$ cat config.mk
export PLATFORM = sky130hd
export DESIGN_NAME = pbm_seq
export DESIGN_NICKNAME = d
export VERILOG_FILES = /design/src/rtl/pbm_pkg.sv /design/src/rtl/pbm_phase_ctrl.sv /design/src/rtl/pbm_addr_step.sv /design/src/rtl/pbm_seq.sv
export SDC_FILE = /design/constraint.sdc
export NUM_CORES = 1
export LEC_CHECK = 0
export BUFFER_PORTS_ARGS = -buffer_cell sky130_fd_sc_hd__buf_2
export CAP_MARGIN = 25
export CORE_ASPECT_RATIO = 1.4
export CORE_MARGIN = 4
export CORE_UTILIZATION = 48
export DETAILED_ROUTE_END_ITERATION = 10
export HOLD_SLACK_MARGIN = 0.08
export PLACE_DENSITY = 0.77
export SYNTH_ARGS = -nofsm -noshare
export SYNTH_HDL_FRONTEND = slang
export SYNTH_SLANG_ARGS = --single-unit
$ cat constraint.sdc
create_clock -name clk -period 2.6 [get_ports clk]
set_input_delay 0.52 -clock clk [delete_from_list [all_inputs] [get_ports clk]]
set_output_delay 0.52 -clock clk [all_outputs]
set_load 0.005 [all_outputs]
$ cat src/rtl/pbm_pkg.sv
package pbm_pkg;
  typedef enum logic [1:0] {
    PH_IDLE   = 2'd0,
    PH_SETUP  = 2'd1,
    PH_STROBE = 2'd2,
    PH_HOLD   = 2'd3
  } phase_e;

  localparam logic [1:0] STEP_KEEP = 2'd0;
  localparam logic [1:0] STEP_UP   = 2'd1;
  localparam logic [1:0] STEP_DOWN = 2'd2;

  localparam logic [1:0] IRQ_PULSE = 2'd1;
  localparam logic [1:0] IRQ_STALL = 2'd2;

  typedef struct packed {
    logic [1:0] setup;
    logic [3:0] strobe;
    logic [1:0] hold;
    logic [1:0] step;
    logic       wide;
    logic [1:0] irqm;
    logic       style;
  } cfg_t;
endpackage

$ cat src/rtl/pbm_phase_ctrl.sv
module pbm_phase_ctrl
  import pbm_pkg::*;
#(
  parameter int CW = 4
) (
  input  logic       clk,
  input  logic       rst_n,
  input  logic       start,
  input  logic [1:0] setup,
  input  logic [3:0] strobe,
  input  logic [1:0] hold,
  input  logic       wide,
  output phase_e     phase,
  output logic       hi,
  output logic       strobe_end,
  output logic       byte_end,
  output logic       last_end
);
  phase_e        state_q, state_d;
  logic [CW-1:0] cnt_q, cnt_d;
  logic          hi_q, hi_d;
  logic          zero_mode;
  phase_e        first_ph;
  logic [CW-1:0] first_cnt;
  logic          more;

  always_comb begin
    zero_mode = (strobe == 4'd0);
    first_ph  = zero_mode ? PH_STROBE : PH_SETUP;
    first_cnt = zero_mode ? '0 : CW'(setup);
    more      = wide && !hi_q;
    state_d    = state_q;
    cnt_d      = cnt_q;
    hi_d       = hi_q;
    strobe_end = 1'b0;
    byte_end   = 1'b0;
    unique case (state_q)
      PH_IDLE: begin
        if (start) begin
          state_d = first_ph;
          cnt_d   = first_cnt;
          hi_d    = 1'b0;
        end
      end
      PH_SETUP: begin
        if (cnt_q == '0) begin
          state_d = PH_STROBE;
          cnt_d   = CW'(strobe);
        end else begin
          cnt_d = cnt_q - 1'b1;
        end
      end
      PH_STROBE: begin
        if (cnt_q == '0) begin
          strobe_end = 1'b1;
          if (zero_mode) begin
            byte_end = 1'b1;
          end else begin
            state_d = PH_HOLD;
            cnt_d   = CW'(hold);
          end
        end else begin
          cnt_d = cnt_q - 1'b1;
        end
      end
      PH_HOLD: begin
        if (cnt_q == '0) byte_end = 1'b1;
        else cnt_d = cnt_q - 1'b1;
      end
      default: state_d = PH_IDLE;
    endcase
    if (byte_end) begin
      if (more) begin
        state_d = first_ph;
        cnt_d   = first_cnt;
        hi_d    = 1'b1;
      end else begin
        state_d = PH_IDLE;
        hi_d    = 1'b0;
      end
    end
    last_end = byte_end && !more;
  end

  always_ff @(posedge clk or negedge rst_n) begin
    if (!rst_n) begin
      state_q <= PH_IDLE;
      cnt_q   <= '0;
      hi_q    <= 1'b0;
    end else begin
      state_q <= state_d;
      cnt_q   <= cnt_d;
      hi_q    <= hi_d;
    end
  end

  assign phase = state_q;
  assign hi    = hi_q;
endmodule

$ cat src/rtl/pbm_addr_step.sv
module pbm_addr_step
  import pbm_pkg::*;
#(
  parameter int AW = 11
) (
  input  logic          clk,
  input  logic          rst_n,
  input  logic          ld_en,
  input  logic [AW-1:0] ld_val,
  input  logic          step_en,
  input  logic [1:0]    step_mode,
  output logic [AW-1:0] addr
);
  logic [AW-1:0] addr_q, addr_d;
  logic          addr_en;

  always_comb begin
    addr_d  = addr_q;
    addr_en = 1'b0;
    if (ld_en) begin
      addr_d  = ld_val;
      addr_en = 1'b1;
    end else if (step_en) begin
      addr_en = 1'b1;
      unique case (step_mode)
        STEP_UP:   addr_d = addr_q + 1'b1;
        STEP_DOWN: addr_d = addr_q - 1'b1;
        default:   addr_d = addr_q;
      endcase
    end
  end

  always_ff @(posedge clk or negedge rst_n) begin
    if (!rst_n) addr_q <= '0;
    else if (addr_en) addr_q <= addr_d;
  end

  assign addr = addr_q;
endmodule

$ cat src/rtl/pbm_seq.sv
module pbm_seq
  import pbm_pkg::*;
#(
  parameter int AW = 11,
  parameter int DW = 8,
  localparam int WW = 2 * DW
) (
  input  logic          clk,
  input  logic          rst_n,
  input  logic [1:0]    cfg_setup,
  input  logic [3:0]    cfg_strobe,
  input  logic [1:0]    cfg_hold,
  input  logic [1:0]    cfg_step,
  input  logic          cfg_wide,
  input  logic [1:0]    cfg_irq,
  input  logic          cfg_style,
  input  logic          addr_ld,
  input  logic [AW-1:0] addr_ld_val,
  input  logic          req,
  input  logic          req_write,
  input  logic [WW-1:0] req_wdata,
  output logic          busy,
  output logic          stall,
  output logic          done,
  output logic          irq,
  output logic [WW-1:0] rdata,
  output logic          bus_cs,
  output logic          bus_rs,
  output logic          bus_ws,
  output logic          bus_be,
  output logic [AW-1:0] bus_addr,
  output logic [DW-1:0] bus_dout,
  input  logic [DW-1:0] bus_din,
  output logic          bus_doe
);
  cfg_t          cfg_in, cfg_q, cfg_use;
  logic          we_q;
  logic [WW-1:0] wdata_q;
  logic [WW-1:0] rdata_q, rdata_d;
  logic          irq_q, done_q;
  logic          accept, idle;
  phase_e        phase;
  logic          hi, strobe_end, byte_end, last_end;
  logic          in_strobe;

  assign cfg_in  = '{setup: cfg_setup, strobe: cfg_strobe, hold: cfg_hold,
                     step: cfg_step, wide: cfg_wide, irqm: cfg_irq,
                     style: cfg_style};
  assign idle    = (phase == PH_IDLE);
  assign accept  = req && idle;
  assign cfg_use = idle ? cfg_in : cfg_q;

  pbm_phase_ctrl #(.CW(4)) u_phase (
    .clk       (clk),
    .rst_n     (rst_n),
    .start     (accept),
    .setup     (cfg_use.setup),
    .strobe    (cfg_use.strobe),
    .hold      (cfg_use.hold),
    .wide      (cfg_use.wide),
    .phase     (phase),
    .hi        (hi),
    .strobe_end(strobe_end),
    .byte_end  (byte_end),
    .last_end  (last_end)
  );

  pbm_addr_step #(.AW(AW)) u_addr (
    .clk      (clk),
    .rst_n    (rst_n),
    .ld_en    (addr_ld && idle),
    .ld_val   (addr_ld_val),
    .step_en  (byte_end),
    .step_mode(cfg_q.step),
    .addr     (bus_addr)
  );

  always_comb begin
    rdata_d = rdata_q;
    if (strobe_end && !we_q) begin
      if (hi) rdata_d[WW-1:DW] = bus_din;
      else    rdata_d = {{DW{1'b0}}, bus_din};
    end
  end

  always_ff @(posedge clk or negedge rst_n) begin
    if (!rst_n) begin
      cfg_q   <= '0;
      we_q    <= 1'b0;
      wdata_q <= '0;
    end else if (accept) begin
      cfg_q   <= cfg_in;
      we_q    <= req_write;
      wdata_q <= req_wdata;
    end
  end

  always_ff @(posedge clk or negedge rst_n) begin
    if (!rst_n) begin
      rdata_q <= '0;
      irq_q   <= 1'b0;
      done_q  <= 1'b0;
    end else begin
      rdata_q <= rdata_d;
      irq_q   <= byte_end && (cfg_q.irqm == IRQ_PULSE);
      done_q  <= last_end;
    end
  end

  assign in_strobe = (phase == PH_STROBE);
  assign busy      = !idle;
  assign stall     = busy && (cfg_q.irqm == IRQ_STALL);
  assign done      = done_q;
  assign irq       = irq_q;
  assign rdata     = rdata_q;
  assign bus_cs    = busy;
  assign bus_be    = busy;
  assign bus_doe   = busy && we_q;
  assign bus_dout  = hi ? wdata_q[WW-1:DW] : wdata_q[DW-1:0];
  assign bus_rs    = cfg_q.style ? (busy && !we_q) : (in_strobe && !we_q);
  assign bus_ws    = cfg_q.style ? in_strobe : (in_strobe && we_q);
endmodule

**Word level (Yosys, flattened, before mapping)**

Index checks and enable logic that the tools add are counted.
W data, S select, Z words.

- Bitwise gates (word level): 1
- Muxes and demuxes: 36
- Equal/unequal tests: 11
- Reductions and logical operators: 27
- Add/subtract/negate cells: 3

Operator list:

| kind | number |
|---|---|
| $mux W4 | 7 |
| $mux W11 | 2 |
| $pmux W11 S2 | 1 |
| $mux W2 | 8 |
| $mux W8 | 2 |
| $pmux W4 S4 | 1 |
| $mux W14 | 1 |
| $mux W1 | 12 |
| $add A11 B1 Y11 const B | 1 |
| $logic_and A1 B1 Y1 | 11 |
| $sub A11 B1 Y11 const B | 1 |
| $ne A3 B2 Y1 const B | 3 |
| $eq A2 B2 Y1 const B | 4 |
| $logic_not A4 Y1 | 2 |
| $eq A2 B1 Y1 const B | 3 |
| $pmux W2 S3 | 1 |
| $reduce_bool A2 Y1 | 3 |
| $reduce_and A5 Y1 | 1 |
| $logic_not A1 Y1 | 4 |
| $reduce_and A2 Y1 | 2 |
| $reduce_bool A4 Y1 | 1 |
| $sub A4 B1 Y4 const B | 1 |
| $ne A3 B3 Y1 const B | 1 |
| $reduce_and A3 Y1 | 1 |
| 4 further kinds | 4 |

- Input port bits: 54
- Flip-flop bits (word level): 67

**Logic depth before layout (Yosys ltp)**

Gate-level depths: netlist of run 1.

- Depth after elaboration: 9
- Depth in mapped cells: 11
- Mapped depth without buffers: 11

**By module**

A second synthesis of run 1 with hierarchy kept.

- Cells, all modules: 342
- Area total of the unflattened synthesis: 3791.1 µm²

Modules (own cells, without submodules):

| module | seq. area each (µm²) | cells an instance | area each (µm²) | instances |
|---|---|---|---|---|
| pbm_seq | 1226.2 | 153 | 2175.8 | 1 |
| pbm_addr_step | 275.3 | 100 | 875.8 | 1 |
| pbm_phase_ctrl | 175.2 | 89 | 739.5 | 1 |

**Worst setup path after synthesis of run 1**

No wires, ideal clock.

- Kind: register -> register
- From: register cfg_q[4] (netlist bit)
- To: register u_addr.addr_q[10], in the netlist u_addr.addr[10]
- Period minus slack after synthesis: 2.484 ns
- Arrival: 2.402 ns
- Stages on the path, launching flop included: 12
- Library setup time: 0.082 ns
- Setup slack: 0.116 ns
- Cells stage by stage: dfrtp_1 inv_1 ha_1 inv_1 fa_1 nor2b_4 o2111ai_2 a31oi_1 o41ai_1 xnor2_1 or3_1 a31oi_1

- Longest elaborated chain between the ends: 4
- Elaborated cells between the ends (all ways): 7

RTL lines:

| item | RTL line | text |
|---|---|---|
| start: declaration | pbm_seq.sv:36 | `cfg_t cfg_in, cfg_q, cfg_use;` |
| start signal: assignment | pbm_seq.sv:92 | `cfg_q <= cfg_in;` |
| $eq A2 B2 Y1 / $eq A2 B1 Y1 (equally long branches) | pbm_addr_step.sv:25 | `unique case (step_mode)` |
| $pmux W11 S2 | pbm_addr_step.sv:25 |  |
| $mux W11 | pbm_addr_step.sv:23 | `end else if (step_en) begin` |
| $mux W11 | pbm_addr_step.sv:20 | `if (ld_en) begin` |
| end signal: assignment | pbm_addr_step.sv:35 | `else if (addr_en) addr_q <= addr_d;` |
| end: declaration | pbm_addr_step.sv:14 | `logic [AW-1:0] addr_q, addr_d;` |

Parallel ways exist; a longest one is shown, timed or not. The select of a mux whose other input is x is not followed.
A chain may end at the register's enable or synchronous reset.

**Worst setup path in the final report of run 1**

Same ends and word-level chain as after synthesis.

==> out/summary.md, run 1 <==
At the pin with the least slew margin, the transition time is 0.770 ns. The wire length per cell after detailed routing came out at 15.2 um. The number of H-tree branching levels was 3; the synthesized area per cell was 10.7 um2.

The flow ran to the end, and the final reports show no timing, DRC or antenna violations. The standard cell core area was 0.00736 mm2. Type of destination of the critical path: a flip-flop. For the finished layout, the period the worst path requires is 2.45 ns. The count of nets left with antenna violations once routing finished came out at 0.

After global routing the overflow that remains totals 0. The initial utilization of the core area, before any placement, comes to 49.2%. In the routed design, unresolved DRC markers number 0.

The final wirelength was 8270 um. The routability congestion estimate was 0.942. The kind of cell adding the most delay to the critical path is compound AO/OA/AOI/OAI gates. For the count of unique library cells instantiated by Yosys, the log shows 54.

The setup total negative slack was 0 ns. The tree built by TritonCTS fans out to 67 sinks. The logs give 46.3% for the sequential area share after synthesis and 0.00448 mm2 for the area of all placed cells without fillers. The data required time at the worst endpoint is 2.87 ns, and the synthesis-stage register bit count is 67. Arrival time at the worst endpoint: 2.71 ns.

The logs give 98 for the number of placed I/O pins and 514 for the number of nets in the finished design. The logs give 0 for the number of pins exceeding their max-slew limit in the final report and 48.7% for the headroom to the max-slew limit. Dividing total power by cell area gives a power density of 1350 mW/mm2.

Of the total synthesized cell area, the portion taken by AND, OR, NAND and NOR gates is 12.7%. The synthesized-area fraction occupied by ao, oa, aoi and oai cells is 13.6%. The tools report the final-report hold violation count as 0. The detailed router placed 2,993 vias in this run. The pre-CTS worst setup slack came out at 0.0563 ns.

The number of antenna diodes in the final layout is 0. The number of global-route vias before repair is 2,963, and the post-route fraction of the period consumed by the critical path is 94.1%. After Yosys synthesis, full adders, half adders and majority gates account for 6.08% of the synthesized area. By startpoint and endpoint, the worst setup path is classified as reg2reg.

TritonCTS built the clock tree. The logs give 0.202 ns for the hold slack and 0 for the number of violations of the max-capacitance limit. Global routing consumed, over all layers together, 19.1% of the routing resources. The layout overhead on the synthesized area came out at 23.7%.

The logs give 142 for the iteration-0 DRC count of the detailed router and 6470 um for the total half-perimeter wirelength after legalization and detailed placement. The type of the most critical hold path was in2async. For this design the static power due to leakage is 2.13 nW.

The count of flip-flops with a built-in enable after synthesis was 0; the net count after synthesis was 410. Among the stages of the critical path, the cell type that occurs most often is sky130_fd_sc_hd__ha_1. From bottom edge to top edge, the die measures 111 um. Among all stages on the critical path, the largest delay is contributed by sky130_fd_sc_hd__ha_1. The post-route netlist has 42.4% of its cells at a drive strength greater than 1.

The run gives 0.00425 mm2 as the standard cell area after detailed placement. The floorplan has 37 rows. Clock latency on the worst-skew pair, taken at its later pin, is 0.35 ns. Setup violations remaining at the end of the flow were counted as 0.

The pin count of the biggest net entering global routing is 39, and the number of antenna violations at the first check in global routing is 0. The first global-routing pass estimated 13,500 um of wire. The clock arrives with 0.0145 ns of skew. In this run the deepest clock path goes through 2 buffers. Clock-pin slew was measured on the worst setup and hold paths at 0.09 ns. Port buffering added 97 buffers. Once routing completed, OpenROAD measured the worst setup slack at 0.154 ns. On the worst path, the slowest cell contributes a delay of 0.36 ns.

From left edge to right edge, the die measures 81.4 um. Walking the worst path, the cells encountered are inv_1 > ha_1 > buf_4 > ha_1 > a21oi_2 > a31oi_2 > o41ai_2 > xnor2_1 > or3_1 > a31oi_1. The synthesized netlist occupies a cell area of 0.00362 mm2. The run gives 339 as the number of standard cells after synthesis. The number of iterations in the first detailed-routing pass came out at 4.

The number of buffers inserted during clock tree synthesis came out at 9. The category of the worst setup path launch point was a flip-flop. The floorplan die area was 0.00903 mm2; the async set or reset register ratio after synthesis was 100%. After Yosys synthesis, XOR and XNOR cells account for 1.21% of the synthesized area.

VDD sags by at most 0.670 mV. In this run the worst path has a maximum fanout of 8. The critical path buffer and inverter count is 2.

The tools report the CTS root buffer as sky130_fd_sc_hd__clkbuf_8. The dominant combinational cell family by area after synthesis is multiplexers. Derived from the worst setup path, the maximum achievable clock frequency is 409 MHz. The most used flip-flop cell after synthesis is sky130_fd_sc_hd__dfrtp_1. The tools report the Yosys warning count as 0. The mux share of post-synthesis cell area came out at 17.1%. The tools report the final cell utilization of the core as 60.9%. Dividing the detail-routed via count by the number of cells gives 5.49.
[per-stage QoR]
stage / cells / power [mW]
global route: 545 / 6.54
floorplan: 339 / 4.10
finish: 545 / 6.03
detailed placement: 529 / 5.08
CTS: 545 / 5.99
global placement: 529 / 4.93
[layer usage]
layer	wire, um	vias up	track usage [%]
li1	-	1429	-
met1	3240	1432	22.7
met2	4240	116	32.2
met3	595	16	4.88
met4	193	0	7.44
met5	0	-	0
[report_power, final]
part | total (mW) | leakage [nW] | internal [mW] | switching, mW
Sequential | 1.93 | 0.813 | 1.55 | 0.385
Combinational | 3.20 | 1.22 | 1.61 | 1.59
Clock | 0.897 | 0.101 | 0.458 | 0.439
Total | 6.03 | 2.13 | 3.62 | 2.41
[synthesized netlist by cell type (all sizes together), types with 2 or more instances]
| master | count | area, um2 |
|---|---|---|
| o21ai | 22 | 110 |
| nor3b | 2 | 15.0 |
| or2 | 2 | 12.5 |
| a21o | 2 | 15.0 |
| clkbuf | 8 | 30.0 |
| o22ai | 2 | 12.5 |
| a221oi | 3 | 26.3 |
| inv | 12 | 45.0 |
| a21oi | 22 | 114 |
| nand3 | 7 | 35.0 |
| or3 | 3 | 18.8 |
| nor4 | 2 | 33.8 |
| and3 | 4 | 25.0 |
| dfrtp | 67 | 1680 |
| ha | 16 | 200 |
| a31oi | 9 | 56.3 |
| buf | 6 | 37.5 |
| nand2b | 4 | 25.0 |
| nor2b | 5 | 38.8 |
| a211oi | 2 | 15.0 |
| nor2 | 23 | 88.8 |
| nor3 | 6 | 40.0 |
| o21a | 4 | 30.0 |
| nand2 | 30 | 113 |
| xnor2 | 4 | 35.0 |
| mux2i | 4 | 40.0 |
| mux2 | 51 | 578 |
[sequential cells by signal, indices dropped and copies added (netlist names)]
register and count:
wdata_q 16, irq 1, done 1, cfg_q 14
u_phase.hi 1, u_phase.cnt_q 4, u_addr.addr 11, rdata 16
u_phase.phase 2, we_q 1
[cell families (layout without fill, tap and decap cells)]
group,count (synthesis),in the layout
AO/OA/AOI/OAI,79,79
XOR/XNOR,5,5
buffers and inverters,26,135
multiplexers,55,55
AND/OR/NAND/NOR,90,90
adder cells (fa/ha/maj),17,17
flip-flops,67,67
[final timing paths]
| kind | start | to | slack, ns | cells after the start |
|---|---|---|---|---|
| worst max-delay path | cfg_q[4] | u_addr.addr[10] | 0.15 | 10 |
| worst min-delay path | rst_n | wdata_q[7] | 0.20 | 1 |
| worst max register to register | cfg_q[4] | u_addr.addr[10] | 0.15 | 10 |
| worst min register to register | cfg_q[2] | irq | 0.46 | 1 |
| max in group asynchronous | rst_n | u_addr.addr[8] | 1.75 | 2 |
| min in group clk | req_wdata[7] | wdata_q[7] | 0.40 | 2 |
[worst register-to-register path: stages, from the launching register on]
cell,delay (ns)
sky130_fd_sc_hd__dfrtp_1,0.35
sky130_fd_sc_hd__inv_1,0.04
sky130_fd_sc_hd__ha_1,0.22
sky130_fd_sc_hd__buf_4,0.18
sky130_fd_sc_hd__ha_1,0.37
sky130_fd_sc_hd__a21oi_2,0.20
sky130_fd_sc_hd__a31oi_2,0.13
sky130_fd_sc_hd__o41ai_2,0.28
sky130_fd_sc_hd__xnor2_1,0.12
sky130_fd_sc_hd__or3_1,0.31
sky130_fd_sc_hd__a31oi_1,0.16
[what timing repair did]
item	CTS	global route
hold buffers	0	0
gates resized for setup	0	7
buffers inserted	0	0
setup endpoints to repair	0	4
[final cells by class]
cell class	count	area, um2
multi-input cells	246	1860
clock buffers	9	124
clock inverters	7	81.3
inverters	12	45.0
well taps	97	121
flip-flops and latches	67	1680
fillers	624	2880
repair buffers	107	573
[placed cells by master, fill, tap and decap left out, types with 2 or more instances in the layout]
master                     instances
sky130_fd_sc_hd__buf_2            97
sky130_fd_sc_hd__dfrtp_1          67
sky130_fd_sc_hd__mux2_2           50
sky130_fd_sc_hd__nand2_1          30
sky130_fd_sc_hd__nor2_1           22
sky130_fd_sc_hd__o21ai_0          20
sky130_fd_sc_hd__a21oi_1          20
sky130_fd_sc_hd__ha_1             16
sky130_fd_sc_hd__inv_1            11
sky130_fd_sc_hd__clkbuf_8          9
sky130_fd_sc_hd__buf_4             9
sky130_fd_sc_hd__a31oi_1           8
sky130_fd_sc_hd__nand3_1           7
sky130_fd_sc_hd__mux2i_1           4
sky130_fd_sc_hd__nor2b_1           4
sky130_fd_sc_hd__nand2b_1          4
sky130_fd_sc_hd__and3_1            4
sky130_fd_sc_hd__nor3_1            4
sky130_fd_sc_hd__o21a_1            4
sky130_fd_sc_hd__xnor2_1           4
sky130_fd_sc_hd__inv_6             4
sky130_fd_sc_hd__a221oi_1          3
sky130_fd_sc_hd__or3_1             3
sky130_fd_sc_hd__a21oi_2           2
sky130_fd_sc_hd__nor3_2            2
sky130_fd_sc_hd__o22ai_1           2
sky130_fd_sc_hd__o21ai_1           2
sky130_fd_sc_hd__nor3b_1           2
sky130_fd_sc_hd__a21o_1            2
Note: power is estimated with default switching activity, not from simulation.
==> run 2, diff against run 1 <==
CELL_PAD_IN_SITES_DETAIL_PLACEMENT = 0   (was default)
CELL_PAD_IN_SITES_GLOBAL_PLACEMENT = 1   (was default)
CORE_UTILIZATION = 37   (was 48)
PLACE_DENSITY = default   (was 0.77)
PLACE_DENSITY_LB_ADDON = 0.1   (was default)
==> out/summary.md, run 2 (synthesis results as in run 1) <==
The actual transition at the worst max-transition pin was 0.787 ns (+0.0175 ns); the detailed-route vias per instance was 5.03 (-8.3%). The worst setup path is of the reg2reg kind. The logs give 0.0694 ns (+0.0131 ns) for the pre-CTS worst setup slack and 49.3% (-12 points) for the final cell utilization of the core. The final wirelength is 9050 um (+9.4%).

The die outline width is 91.7 um (+13%). The logs give 0.00806 ns (-0.00646 ns) for the worst clock skew and 516 (+0.39%) for the number of nets in the finished design. The logs give 0 (unchanged) for the final-report hold violation count and 0.198 ns (+0.0445 ns) for the worst setup margin. Most frequent standard cell in the layout excluding fill and tap cells: sky130_fd_sc_hd__buf_2.

Number of iterations in the first detailed-routing pass: 4 (unchanged). Standard cell core area: 0.00951 mm2 (+29%). The number of buffers inserted during clock tree synthesis is 9 (unchanged). The number of pins exceeding their max-slew limit in the final report is 0 (unchanged), and the highest fanout seen on the critical path is 4 (-4). The largest voltage drop on the vdd net was 0.630 mV (-6.1%); the layout overhead on the synthesized area was 29.4%. In this run the clock root is driven by a sky130_fd_sc_hd__clkbuf_16. The total number of clock tree sinks is 67 (unchanged), and the routed via count is 2,930 (-2.1%). Chip height: 125 um (+13%). The worst-case reg-to-reg path depth was 11 (+1); the setup total negative slack was 0 ns (unchanged).

The headroom to the max-slew limit is 47.5% (-1.2 points). The type of destination of the critical path is a flip-flop. The global router's overall resource usage was 16.5% (-2.6 points); the routability congestion estimate was 0.857 (-9.0%). The diode insertion count for antenna repair was 0 (unchanged).

Leakage power of the design: 2.20 nW (+3.3%). The tools report the DRC violations left as 0 (unchanged). The worst setup path is launched from a flip-flop. The run gives 98 (unchanged) as the number of placed I/O pins. The worst-case clock buffer depth is 2 (unchanged), and the post-layout minimum cycle time is 2.40 ns (-0.0445 ns).

The global-route wire length before repair was 15,200 um (+12%); the arrival time at the worst endpoint was 2.64 ns (-0.07 ns). Wire length per cell after detailed routing: 15.5 um (+2.4%). The number of global-route vias before repair is 3,129 (+5.6%). The run finished with clean final reports.

Total half-perimeter wirelength after legalization and detailed placement: 6790 um (+4.9%). The starting density of the core was 38.1% (-11 points). The post-route fraction of the period consumed by the critical path was 92.4% (-1.7 points). The total power divided by cell area is 1380 mW/mm2 (+2.9%). The run gives 0.0115 mm2 (+27%) as the floorplan die area. The logs give 3 (unchanged) for the number of H-tree branching levels and 0 (unchanged) for the antenna violation net count after detailed routing.

The worst hold path belongs to the class in2async. The tools report the hold slack as 0.231 ns (+0.0290 ns). The share of cells above drive strength 1 works out to 42.7% (+0.26 points).

The total congestion overflow is 0 (unchanged). The tools report the number of antenna violations at the first check in global routing as 0 (unchanged). For the iteration-0 DRC count of the detailed router, the log shows 110 (-23%). TritonCTS built the clock tree. The count of standard-cell rows was 42 (+14%). The tools report the data required time at the worst endpoint as 2.84 ns (-0.03 ns).

The number of I/O port buffers came out at 97 (unchanged). The pin count of the biggest net entering global routing came out at 35 (-10%). The setup-violating endpoint count in the final report is 0 (unchanged). The number of violations of the max-capacitance limit is 0 (unchanged), and the cts-stage hold buffer count is 0 (unchanged).

In the layout the commonest cells are sky130_fd_sc_hd__buf_2 (97), sky130_fd_sc_hd__dfrtp_1 (67), sky130_fd_sc_hd__mux2_2 (50), sky130_fd_sc_hd__nand2_1 (30), sky130_fd_sc_hd__nor2_1 (22). The post-CTS clock slew at the launch and capture registers of the worst setup and hold paths was 0.06 ns (-0.03 ns); the clock latency at the later pin of the worst-skew pair was 0.32 ns (-0.03 ns). For the total of fill cells in the finished design, the log shows 911 (+46%). The highest clock frequency the design can meet is 416 MHz (+1.9%).
run 2: worst paths after layout:
path                                startpoint         endpoint  slack [ns]
min in group clk                addr_ld_val[1]   u_addr.addr[1]        0.41
max in group asynchronous                rst_n        cfg_q[10]        1.68
worst min register to register        cfg_q[2]              irq        0.44
worst max register to register        cfg_q[4]  u_addr.addr[10]        0.20
worst max-delay path                  cfg_q[4]  u_addr.addr[10]        0.20
worst min-delay path                     rst_n      wdata_q[10]        0.23
run 2: critical path, cell delays in order, from the launching register on:
cell                        delay (ns)
sky130_fd_sc_hd__dfrtp_1          0.37
sky130_fd_sc_hd__inv_1            0.06
sky130_fd_sc_hd__ha_2             0.21
sky130_fd_sc_hd__inv_1            0.09
sky130_fd_sc_hd__fa_2             0.37
sky130_fd_sc_hd__nor2b_4          0.15
sky130_fd_sc_hd__o2111ai_2        0.16
sky130_fd_sc_hd__a31oi_4          0.22
sky130_fd_sc_hd__o41ai_4          0.08
sky130_fd_sc_hd__xnor2_1          0.15
sky130_fd_sc_hd__or3_1            0.31
sky130_fd_sc_hd__a31oi_1          0.17
run 2: metal layers:
layer  GRT usage, %  vias up  wire length, um
met5              0        -                0
met4           5.60        0               87
met3           5.59        7              611
met2           27.3       81             4640
met1           19.8     1413             3710
li1               -     1429                -
run 2: through the flow:
stage | cell area (um2) | total power, mW | std cells
detailed placement | 4320 | 5.12 | 566
floorplan | 3620 | 4.10 | 339
finish | 4690 | 6.49 | 582
global placement | 4320 | 5.09 | 566
CTS | 4640 | 6.46 | 582
global route | 4690 | 7.07 | 582
run 2: power breakdown:
part | switching (mW) | internal (mW)
registers | 0.386 | 1.55
clock network | 0.456 | 0.841
logic | 1.61 | 1.65
total | 2.45 | 4.04
run 2: final cells by class:
type / count / area [um2] / area share (%)
clock buffer: 10 / 229 / 4.88
clock inverter: 6 / 90.1 / 1.92
timing repair buffer: 109 / 601 / 12.8
sequential: 67 / 1680 / 35.7
inverter: 12 / 45.0 / 0.960
multi-input combinational: 246 / 1880 / 40.2
tap: 132 / 165 / 3.52
run 2: repair_timing:
| item | 4_1_cts | 5_1_grt |
|---|---|---|
| endpoints found under the setup margin | 0 | 4 |
| gates resized for setup | 0 | 10 |
| buffers inserted | 0 | 0 |
